<file path="src/rtl/dcs_pkg.sv">
package dcs_pkg;

    typedef enum logic [2:0] {
        PH_IDLE = 3'd0,
        PH_ACT  = 3'd1,
        PH_CTAG = 3'd2,
        PH_BTAG = 3'd3,
        PH_CHK  = 3'd4,
        PH_CDAT = 3'd5,
        PH_BDAT = 3'd6
    } phase_e;

endpackage

</file>
<file path="src/rtl/dcs_open_rows.sv">
module dcs_open_rows #(
    parameter int NUM_BANKS = 32,
    parameter int NUM_ROWS  = 4096,
    localparam int BW = $clog2(NUM_BANKS),
    localparam int RW = $clog2(NUM_ROWS)
) (
    input  logic          clk,
    input  logic          rst_n,
    input  logic [BW-1:0] lk_bank,
    input  logic [RW-1:0] lk_row,
    output logic          lk_hit,
    input  logic          wr_en,
    input  logic [BW-1:0] wr_bank,
    input  logic [RW-1:0] wr_row
);

    typedef struct packed {
        logic [NUM_BANKS-1:0]         vld;
        logic [NUM_BANKS-1:0][RW-1:0] row;
    } tbl_t;

    tbl_t st_d, st_q;

    always_comb begin
        st_d = st_q;
        for (int b = 0; b < NUM_BANKS; b++) begin
            if (wr_en && wr_bank == BW'(b)) begin
                st_d.vld[b] = 1'b1;
                st_d.row[b] = wr_row;
            end
        end
    end

    always_ff @(posedge clk or negedge rst_n) begin
        if (!rst_n) st_q <= '0;
        else        st_q <= st_d;
    end

    assign lk_hit = st_q.vld[lk_bank] && (st_q.row[lk_bank] == lk_row);

    // a written row is the open row of its bank on the following cycle
    p_write_opens_row_r4: assert property (@(posedge clk) disable iff (!rst_n)
        wr_en |=> (st_q.vld[$past(wr_bank)] && st_q.row[$past(wr_bank)] == $past(wr_row)));

endmodule

</file>
<file path="src/rtl/dcs_access_fsm.sv">
module dcs_access_fsm
    import dcs_pkg::*;
#(
    parameter int BW          = 5,
    parameter int RW          = 12,
    parameter int SW          = 2,
    parameter int T_ACT       = 18,
    parameter int T_CAS       = 18,
    parameter int BLOCK_BEATS = 4,
    parameter int T_CHK       = 2,
    localparam int MAX_A  = (T_ACT > T_CAS) ? T_ACT : T_CAS,
    localparam int MAX_B  = (BLOCK_BEATS > T_CHK) ? BLOCK_BEATS : T_CHK,
    localparam int MAX_L  = (MAX_A > MAX_B) ? MAX_A : MAX_B,
    localparam int CNT_W  = $clog2(MAX_L + 1)
) (
    input  logic          clk,
    input  logic          rst_n,
    input  logic          req_valid,
    output logic          req_ready,
    input  logic [BW-1:0] req_bank,
    input  logic [RW-1:0] req_row,
    input  logic [SW-1:0] req_set,
    input  logic          lk_hit,
    output logic          accept,
    input  logic          tag_match,
    output phase_e        phase,
    output logic [BW-1:0] cur_bank,
    output logic [RW-1:0] cur_row,
    output logic [SW-1:0] cur_set,
    output logic          done,
    output logic          done_row_hit,
    output logic          done_tag_hit
);

    typedef struct packed {
        phase_e           ph;
        logic [CNT_W-1:0] cnt;
        logic [BW-1:0]    bank;
        logic [RW-1:0]    row;
        logic [SW-1:0]    set;
        logic             rb_hit;
        logic             tag_hit;
        logic             done;
    } fsm_t;

    localparam logic [CNT_W-1:0] L_ACT  = CNT_W'(T_ACT - 1);
    localparam logic [CNT_W-1:0] L_CAS  = CNT_W'(T_CAS - 1);
    localparam logic [CNT_W-1:0] L_BEAT = CNT_W'(BLOCK_BEATS - 1);
    localparam logic [CNT_W-1:0] L_CHK  = CNT_W'(T_CHK - 1);

    fsm_t st_d, st_q;

    assign req_ready = (st_q.ph == PH_IDLE);
    assign accept    = req_ready && req_valid;

    always_comb begin
        st_d      = st_q;
        st_d.done = 1'b0;
        if (st_q.ph == PH_IDLE) begin
            if (req_valid) begin
                st_d.bank    = req_bank;
                st_d.row     = req_row;
                st_d.set     = req_set;
                st_d.rb_hit  = lk_hit;
                st_d.tag_hit = 1'b0;
                if (lk_hit) begin
                    st_d.ph  = PH_CTAG;
                    st_d.cnt = L_CAS;
                end else begin
                    st_d.ph  = PH_ACT;
                    st_d.cnt = L_ACT;
                end
            end
        end else if (st_q.cnt != '0) begin
            st_d.cnt = st_q.cnt - 1'b1;
        end else begin
            unique case (st_q.ph)
                PH_ACT: begin
                    st_d.ph  = PH_CTAG;
                    st_d.cnt = L_CAS;
                end
                PH_CTAG: begin
                    st_d.ph  = PH_BTAG;
                    st_d.cnt = L_BEAT;
                end
                PH_BTAG: begin
                    st_d.ph  = PH_CHK;
                    st_d.cnt = L_CHK;
                end
                PH_CHK: begin
                    if (tag_match) begin
                        st_d.ph      = PH_CDAT;
                        st_d.cnt     = L_CAS;
                        st_d.tag_hit = 1'b1;
                    end else begin
                        st_d.ph      = PH_IDLE;
                        st_d.tag_hit = 1'b0;
                        st_d.done    = 1'b1;
                    end
                end
                PH_CDAT: begin
                    st_d.ph  = PH_BDAT;
                    st_d.cnt = L_BEAT;
                end
                PH_BDAT: begin
                    st_d.ph   = PH_IDLE;
                    st_d.done = 1'b1;
                end
                default: st_d.ph = PH_IDLE;
            endcase
        end
    end

    always_ff @(posedge clk or negedge rst_n) begin
        if (!rst_n) st_q <= '0;
        else        st_q <= st_d;
    end

    assign phase        = st_q.ph;
    assign cur_bank     = st_q.bank;
    assign cur_row      = st_q.row;
    assign cur_set      = st_q.set;
    assign done         = st_q.done;
    assign done_row_hit = st_q.rb_hit;
    assign done_tag_hit = st_q.tag_hit;

    // a step is left only once its timer has run out
    p_phase_hold_r6: assert property (@(posedge clk) disable iff (!rst_n)
        (st_q.ph != PH_IDLE && st_q.cnt != '0) |=> (st_q.ph == $past(st_q.ph)));

    // entering the tag read straight from idle needs an open-row match
    p_skip_act_r3: assert property (@(posedge clk) disable iff (!rst_n)
        ($past(st_q.ph) == PH_IDLE && st_q.ph == PH_CTAG) |-> $past(lk_hit));

    // leaving the check for idle is a completion without tag hit
    p_chk_exit_r7: assert property (@(posedge clk) disable iff (!rst_n)
        ($past(st_q.ph) == PH_CHK && st_q.ph == PH_IDLE) |-> (done && !done_tag_hit));

    // completion lasts a single cycle
    p_done_pulse_r9: assert property (@(posedge clk) disable iff (!rst_n)
        done |=> !done);

endmodule

</file>
<file path="src/rtl/dcs_bank_stats.sv">
module dcs_bank_stats #(
    parameter int NUM_BANKS = 32,
    parameter int CNT_W     = 16,
    localparam int BW = $clog2(NUM_BANKS)
) (
    input  logic             clk,
    input  logic             rst_n,
    input  logic             bump,
    input  logic [BW-1:0]    bump_bank,
    input  logic             bump_row_hit,
    input  logic [BW-1:0]    rd_bank,
    output logic [CNT_W-1:0] rd_hits,
    output logic [CNT_W-1:0] rd_misses
);

    logic [NUM_BANKS-1:0][CNT_W-1:0] hits_d, hits_q;
    logic [NUM_BANKS-1:0][CNT_W-1:0] miss_d, miss_q;

    for (genvar g = 0; g < NUM_BANKS; g++) begin : g_bank
        logic sel;
        assign sel = bump && (bump_bank == BW'(g));
        always_comb begin
            hits_d[g] = hits_q[g];
            miss_d[g] = miss_q[g];
            if (sel && bump_row_hit)  hits_d[g] = hits_q[g] + 1'b1;
            if (sel && !bump_row_hit) miss_d[g] = miss_q[g] + 1'b1;
        end
    end

    always_ff @(posedge clk or negedge rst_n) begin
        if (!rst_n) begin
            hits_q <= '0;
            miss_q <= '0;
        end else begin
            hits_q <= hits_d;
            miss_q <= miss_d;
        end
    end

    assign rd_hits   = hits_q[rd_bank];
    assign rd_misses = miss_q[rd_bank];

    // with no completion the shown counters stay put
    p_idle_counts_r10: assert property (@(posedge clk) disable iff (!rst_n)
        (!bump && $stable(rd_bank)) |=> ($stable(rd_hits) && $stable(rd_misses)));

endmodule

</file>
<file path="src/rtl/dcache_bank_seq.sv">
module dcache_bank_seq
    import dcs_pkg::*;
#(
    parameter int NUM_BANKS    = 32,
    parameter int NUM_ROWS     = 4096,
    parameter int SETS_PER_ROW = 4,
    parameter int T_ACT        = 18,
    parameter int T_CAS        = 18,
    parameter int BLOCK_BEATS  = 4,
    parameter int T_CHK        = 2,
    parameter int STAT_W       = 16,
    localparam int BW = $clog2(NUM_BANKS),
    localparam int RW = $clog2(NUM_ROWS),
    localparam int SW = $clog2(SETS_PER_ROW)
) (
    input  logic              clk,
    input  logic              rst_n,
    input  logic              req_valid,
    output logic              req_ready,
    input  logic [BW-1:0]     req_bank,
    input  logic [RW-1:0]     req_row,
    input  logic [SW-1:0]     req_set,
    input  logic              tag_match,
    output logic [2:0]        phase,
    output logic [BW-1:0]     cur_bank,
    output logic [RW-1:0]     cur_row,
    output logic [SW-1:0]     cur_set,
    output logic              done,
    output logic              done_row_hit,
    output logic              done_tag_hit,
    input  logic [BW-1:0]     stat_bank,
    output logic [STAT_W-1:0] stat_row_hits,
    output logic [STAT_W-1:0] stat_row_misses
);

    logic   lk_hit;
    logic   accept;
    phase_e ph;

    dcs_open_rows #(
        .NUM_BANKS (NUM_BANKS),
        .NUM_ROWS  (NUM_ROWS)
    ) u_rows (
        .clk     (clk),
        .rst_n   (rst_n),
        .lk_bank (req_bank),
        .lk_row  (req_row),
        .lk_hit  (lk_hit),
        .wr_en   (accept),
        .wr_bank (req_bank),
        .wr_row  (req_row)
    );

    dcs_access_fsm #(
        .BW          (BW),
        .RW          (RW),
        .SW          (SW),
        .T_ACT       (T_ACT),
        .T_CAS       (T_CAS),
        .BLOCK_BEATS (BLOCK_BEATS),
        .T_CHK       (T_CHK)
    ) u_fsm (
        .clk          (clk),
        .rst_n        (rst_n),
        .req_valid    (req_valid),
        .req_ready    (req_ready),
        .req_bank     (req_bank),
        .req_row      (req_row),
        .req_set      (req_set),
        .lk_hit       (lk_hit),
        .accept       (accept),
        .tag_match    (tag_match),
        .phase        (ph),
        .cur_bank     (cur_bank),
        .cur_row      (cur_row),
        .cur_set      (cur_set),
        .done         (done),
        .done_row_hit (done_row_hit),
        .done_tag_hit (done_tag_hit)
    );

    dcs_bank_stats #(
        .NUM_BANKS (NUM_BANKS),
        .CNT_W     (STAT_W)
    ) u_stats (
        .clk          (clk),
        .rst_n        (rst_n),
        .bump         (done),
        .bump_bank    (cur_bank),
        .bump_row_hit (done_row_hit),
        .rd_bank      (stat_bank),
        .rd_hits      (stat_row_hits),
        .rd_misses    (stat_row_misses)
    );

    assign phase = ph;

    // no request is taken while an access is in flight
    p_busy_blocks_r8: assert property (@(posedge clk) disable iff (!rst_n)
        (ph != PH_IDLE) |-> !req_ready);

endmodule

</file>
<file path="config.mk">
export PLATFORM = sky130hd
export DESIGN_NAME = dcache_bank_seq
export DESIGN_NICKNAME = d
export VERILOG_FILES = /design/src/rtl/dcs_pkg.sv /design/src/rtl/dcs_open_rows.sv /design/src/rtl/dcs_access_fsm.sv /design/src/rtl/dcs_bank_stats.sv /design/src/rtl/dcache_bank_seq.sv
export SDC_FILE = /design/constraint.sdc
export NUM_CORES = 2
export LEC_CHECK = 0
export BUFFER_PORTS_ARGS = -buffer_cell sky130_fd_sc_hd__buf_2
export CAP_MARGIN = 25
export CELL_PAD_IN_SITES_DETAIL_PLACEMENT = 1
export CELL_PAD_IN_SITES_GLOBAL_PLACEMENT = 1
export CORE_ASPECT_RATIO = 0.9
export CORE_MARGIN = 4
export CORE_UTILIZATION = 55
export DETAILED_ROUTE_END_ITERATION = 10
export PLACE_DENSITY = 0.94
export SLEW_MARGIN = 5
export SYNTH_ARGS = -nofsm -noshare
export SYNTH_HDL_FRONTEND = slang
export SYNTH_SLANG_ARGS = --single-unit
</file>
<file path="constraint.sdc">
create_clock -name clk -period 7.4 [get_ports clk]
set_clock_uncertainty 0.15 [all_clocks]
set_input_delay 1.11 -clock clk [delete_from_list [all_inputs] [get_ports clk]]
set_output_delay 1.11 -clock clk [all_outputs]
set_load 0.03 [all_outputs]
</file>
# After elaboration in Yosys (flattened, before gate mapping)
# Cells that the tools add are included.
dict set report op_classes {
  addsub 65
  order_cmp 2
  eq_ne 72
  n_reduce_logical 142
  muxes 24
}
# op n
set op_table {}
lappend op_table {{$add 16x1->16 const B} 64}
lappend op_table {{$bmux 16 s5} 2}
lappend op_table {{$eq 5x5->1 const B} 32}
lappend op_table {{$logic_and 1x1->1} 130}
lappend op_table {{$eq 5x4->1 const B} 16}
lappend op_table {{$bmux 12 s5} 1}
lappend op_table {{$eq 5x3->1 const B} 8}
lappend op_table {{$mux 16} 2}
lappend op_table {{$mux 29} 1}
lappend op_table {{$eq 5x2->1 const B} 4}
lappend op_table {{$pmux 5 s4} 1}
lappend op_table {{$pmux 3 s5} 1}
lappend op_table {{$eq 12x12->1} 1}
lappend op_table {{$lt 5x6->1 const B} 2}
lappend op_table {{$mux 12} 1}
lappend op_table {{$eq 5x1->1 const B} 2}
lappend op_table {{$logic_not 5->1} 2}
lappend op_table {{$mux 5} 2}
lappend op_table {{$eq 3x3->1 const B} 3}
lappend op_table {{$mux 8} 1}
lappend op_table {{$mux 7} 1}
lappend op_table {{$eq 3x2->1 const B} 2}
lappend op_table {{$mux 1} 6}
lappend op_table {{$mux 3} 2}
lappend op_table {{other kinds (16)} 18}
dict set report totals {
  wordCells 441
  out_inout_bits 58
  register_bits 1470
}

# Logic depth before layout (Yosys ltp)
dict set report depth {
  word_depth 7
  mapped_depth 13
}

# Cells and area by module
# From an unflattened synthesis, not the netlist that was laid out.
dict set report unflattened {
  hier_cells 6357
  hier_area_um2 73616.9
}
# mod cells_each area_each_um2 n_inst
set modules_own_cells {}
lappend modules_own_cells {dcs_bank_stats 4975 53044.6 1}
lappend modules_own_cells {dcs_open_rows 1246 19015.7 1}
lappend modules_own_cells {dcs_access_fsm 136 1556.5 1}

# Least setup slack after synthesis
# No wires, ideal clock.
dict set report synth_path {
  path_type {input -> output}
  from {in stat_bank[1]}
  to {out stat_row_misses[2]}
  path_buffers 4
  path_stages 7
  setup_slack_ns 2.727
  arrival_time_ns 3.413
  required_ns 6.140
  cell_sequence {clkbuf_1 -> buf_2 -> buf_1 -> clkbuf_1 -> mux4_2 -> mux4_2 -> mux2_2}
}
dict set report synth_between {
  elab_chain_len 2
}
# element line
set synth_rtl {}
lappend synth_rtl {{start: declaration} dcache_bank_seq.sv:31} ;# input logic [BW-1:0] stat_bank,
lappend synth_rtl {{$bmux 16 s5} dcs_bank_stats.sv:41} ;# assign rd_misses = miss_q[rd_bank];
lappend synth_rtl {{$mux 16 (implied by the code)} dcs_bank_stats.sv:41}
lappend synth_rtl {{end: declaration} dcache_bank_seq.sv:33} ;# output logic [STAT_W-1:0] stat_row_misses
# No other way between the ends. The select of a mux whose other input is x is not followed.

# Worst setup path after layout
dict set report layout_path {
  from {in stat_bank[0]}
  to {out stat_row_misses[11]}
}
# The elaborated chain is that of the path after synthesis.

==> impl_metrics.py <==
metrics = {
    "yosys": {
        "synth.distinct_cells": 59,
        "synth_area_leader_cell": "dfrtp_1",
        "synth_edf_count": 0,
        "synth_ff_type": "dfrtp_1",
        "syn_area_um2": 71400,
        "avgSynthCellArea_um2": 13.0,
        "synth_compound_area_share_pct": 1.12,
        "synth_top_family_by_area": "multiplexers",
        "yosysMostFrequentCell": "dfrtp_1",
        "synth_nets": 5580,
        "synth_fa_ha_area_share_pct": 1.14,
        "muxShareOfSynthArea_pct": 21.0,
        "synthArstFlopShare_pct": 100,
        "synth_area_leaders": "dfrtp_1 52%, mux4_2 12%, xnor2_1 8.6%, mux2_2 7.8%, xor2_1 3.3%",
        "synth_common_cells": "1,470 x dfrtp_1, 702 x xnor2_1, 495 x mux2_2, 455 x nand2_1, 392 x mux4_2",
        "ys_ff_latch": 1470,
        "synth_seq_area_share_pct": 51.5,
        "synth_xor_area_share_pct": 11.9,
        "synth_simple_gate_area_share_pct": 11.6,
        "netlist_instances": 5487,
        "yosysWarnings": 0,
        "synth_top_area_share_pct": 51.5,
    },
    "sta": {
        "tightest_slew_ps": 1250,
        "fin_crit_sh_pct": 73.5,
        "maxSlewHeadroom_pct": 16.3,
        "setup_violations": 0,
        "rsz0062_at_grt": "false",
        "tns_ps": 0,
        "fin_ws_ps": 1960,
        "max_freq_mhz": 184,
        "fin_crit_ps": 5440,
        "hold_viol": 0,
        "slew_viol_final": 0,
    },
    "clock_network": {
        "cts_buffer_depth": 3,
        "htreeDepth": 4,
        "hold_buffers": 0,
        "cts_resized": 0,
        "postCtsSetupBuffers": 0,
        "cts_tree": "done",
        "clk_pin_slew_ps": 60,
        "cts_buffers": 152,
        "cts_root_buffer": "clkbuf_16",
        "cts.sink_count": 1470,
        "clk_latency_ps": 830,
    },
    "global_route": {
        "grt_pass1_vias": 58400,
        "overflow": 0,
        "grt_usage_pct": 39.7,
        "grt_pass1_wl_um": 404000,
        "grt_max_degree": 174,
        "antenna_found_initial": 22,
    },
    "detailed_routing": {
        "drt_iter0_drc": 7597,
        "finalWirelength_um": 269000,
        "via_per_inst": 7.23,
        "wl_per_cell_um": 36.3,
        "drt-pass1-iter-count": 8,
        "num_vias": 53500,
        "antenna_left": 0,
        "drc": 0,
    },
    "worst_setup_path": {
        "end_kind": "output port",
        "critPathKind": "input pin to output port",
        "critPathTopFamily": "multiplexers",
        "slowest_stage": "mux4_2",
        "max_stage_delay_ps": 620,
        "required_ps": 6140,
        "crit_chain": "buf_8 -> buf_12 -> mux4_2 -> mux4_2 -> mux2_2 -> buf_2",
        "arrival_ps": 4180,
        "crit_fanout": 77,
        "path_common_cell": "mux4_2",
        "cp_num_buf_inv": 3,
        "worst_setup_path_start_kind": "input pin",
    },
    "status": {
        "outcome": "finished, final reports clean",
    },
    "layout": {
        "nFillCells": 12200,
        "drive_gt1_share_pct": 23.2,
        "fin_cells": 7397,
        "layout.area.seq_um2": 36800,
        "multi_input_area_um2": 33400,
        "layout.nets": 5650,
        "syn_to_final_growth_pct": 10.6,
    },
    "floorplanning": {
        "ios": 86,
        "dieHeight_um": 350,
        "die_w_um": 388,
        "row_count": 125,
        "core_area_um2": 129000,
        "initial_core_util_pct": 55.3,
        "dieArea_um2": 136000,
    },
    "power": {
        "power_w": 0.0190,
        "pwr_density_cell_nw_per_um2": 241,
        "vdd.ir_drop.worst_mv": 0.252,
        "p_leak_nw": 36.3,
    },
    "placement": {
        "placed_cells": 7112,
        "port_buffers": 85,
        "gp_congestion": 0.954,
        "dp.final_hpwl_um": 164000,
        "pre_cts_ws_ps": 2120,
    },
    "worst_hold_path": {
        "hold_class": "input pin to asynchronous set/reset pin",
    },
    "flow_run": {
        "drv_cap": 0,
    },
}
logic make-up (layout without fill, tap and decap cells):
kind of cell,count (synthesis),count (layout)
other,0,13
muxes,944,944
DFF,1470,1470
and+or+nand+nor,1651,1651
adders and majority gates,65,65
buffers and inverters,269,452
AOI/OAI and AO/OA,118,118
xor gates and xnor gates,970,970
metrics by stage:
stage / hold WS (ps) / utilization, % / cell area, um2
after floorplan: 279 / - / 71400
after global placement: 293 / 57.0 / 73500
after detailed placement: 303 / 57.0 / 73500
after CTS: 204 / 61.1 / 78800
after global routing: 218 / 61.1 / 78900
final: 153 / 61.2 / 78900
placed cells by master, fill, tap and decap left out, types with 6 or more instances in the layout:
master	instances
a21oi_1	13
clkinv_16	6
o21ai_0	33
or3_1	6
dfrtp_1	1470
diode_2	13
mux2i_1	57
ha_1	65
bufinv_16	13
buf_2	79
or2_2	24
mux2_2	495
nor2_2	9
nor2b_1	23
and3_1	136
xor2_1	268
nand2_1	455
nor2_1	312
clkbuf_16	152
clkbuf_1	20
inv_1	38
a22oi_1	12
buf_4	45
o22ai_1	12
xnor2_1	702
nand4_1	265
nand2b_1	20
clkbuf_8	38
nand3_1	262
mux4_2	392
and2_1	19
and4_1	74
a22o_1	6
clkinvlp_4	7
nor3_1	16
clkinv_2	22
buf_12	15
path summary, 6_finish.rpt:
kind / from / to / slack (ps) / depth (start not counted)
setup / recovery: stat_bank[0] / stat_row_misses[11] / 1960 / 6
hold / removal: rst_n / u_stats.hits_q[415] / 150 / 1
setup reg to reg: u_fsm.done / u_stats.hits_q[349] / 3070 / 7
hold reg to reg: u_stats.miss_q[127] / u_stats.miss_q[127] / 310 / 1
max in group asynchronous: rst_n / u_rows.st_q[293] / 4840 / 3
min in group clk: u_stats.miss_q[127] / u_stats.miss_q[127] / 310 / 1
state kept, by name, summed over array words and instances, names as in the netlist:
name / flops
u_fsm.phase: 3
u_fsm.cur_set: 2
u_rows.st_q: 416
u_fsm.st_q: 5
u_fsm.cur_row: 12
u_fsm.cur_bank: 5
u_fsm.done_row_hit: 1
u_fsm.done: 1
u_stats.hits_q: 512
u_fsm.done_tag_hit: 1
u_stats.miss_q: 512
layout make-up:
class                   instances  area share [%]
diodes                         13          0.0412
clock buffers                 210            5.58
clock inverters                57            1.08
inverters                      39           0.185
multi-input cells            3748            42.3
flip-flops and latches       1470            46.6
well taps                    1714            2.72
repair buffers                146            1.47
layer usage:
metal	global-route usage [%]	routed length, um
met1	48.2	93300
met4	22.8	19100
met5	0.524	289
met3	13.4	31700
met2	62.4	125000
power by group:
part | leakage [nW] | switching [W] | internal (W) | total [W]
Sequential | 20.4 | 0.000440 | 0.00845 | 0.00889
Combinational | 13.3 | 0.00116 | 0.000673 | 0.00183
Clock | 2.57 | 0.00365 | 0.00466 | 0.00831
Total | 36.3 | 0.00525 | 0.0138 | 0.0190
(Power assumes the default switching activity.)
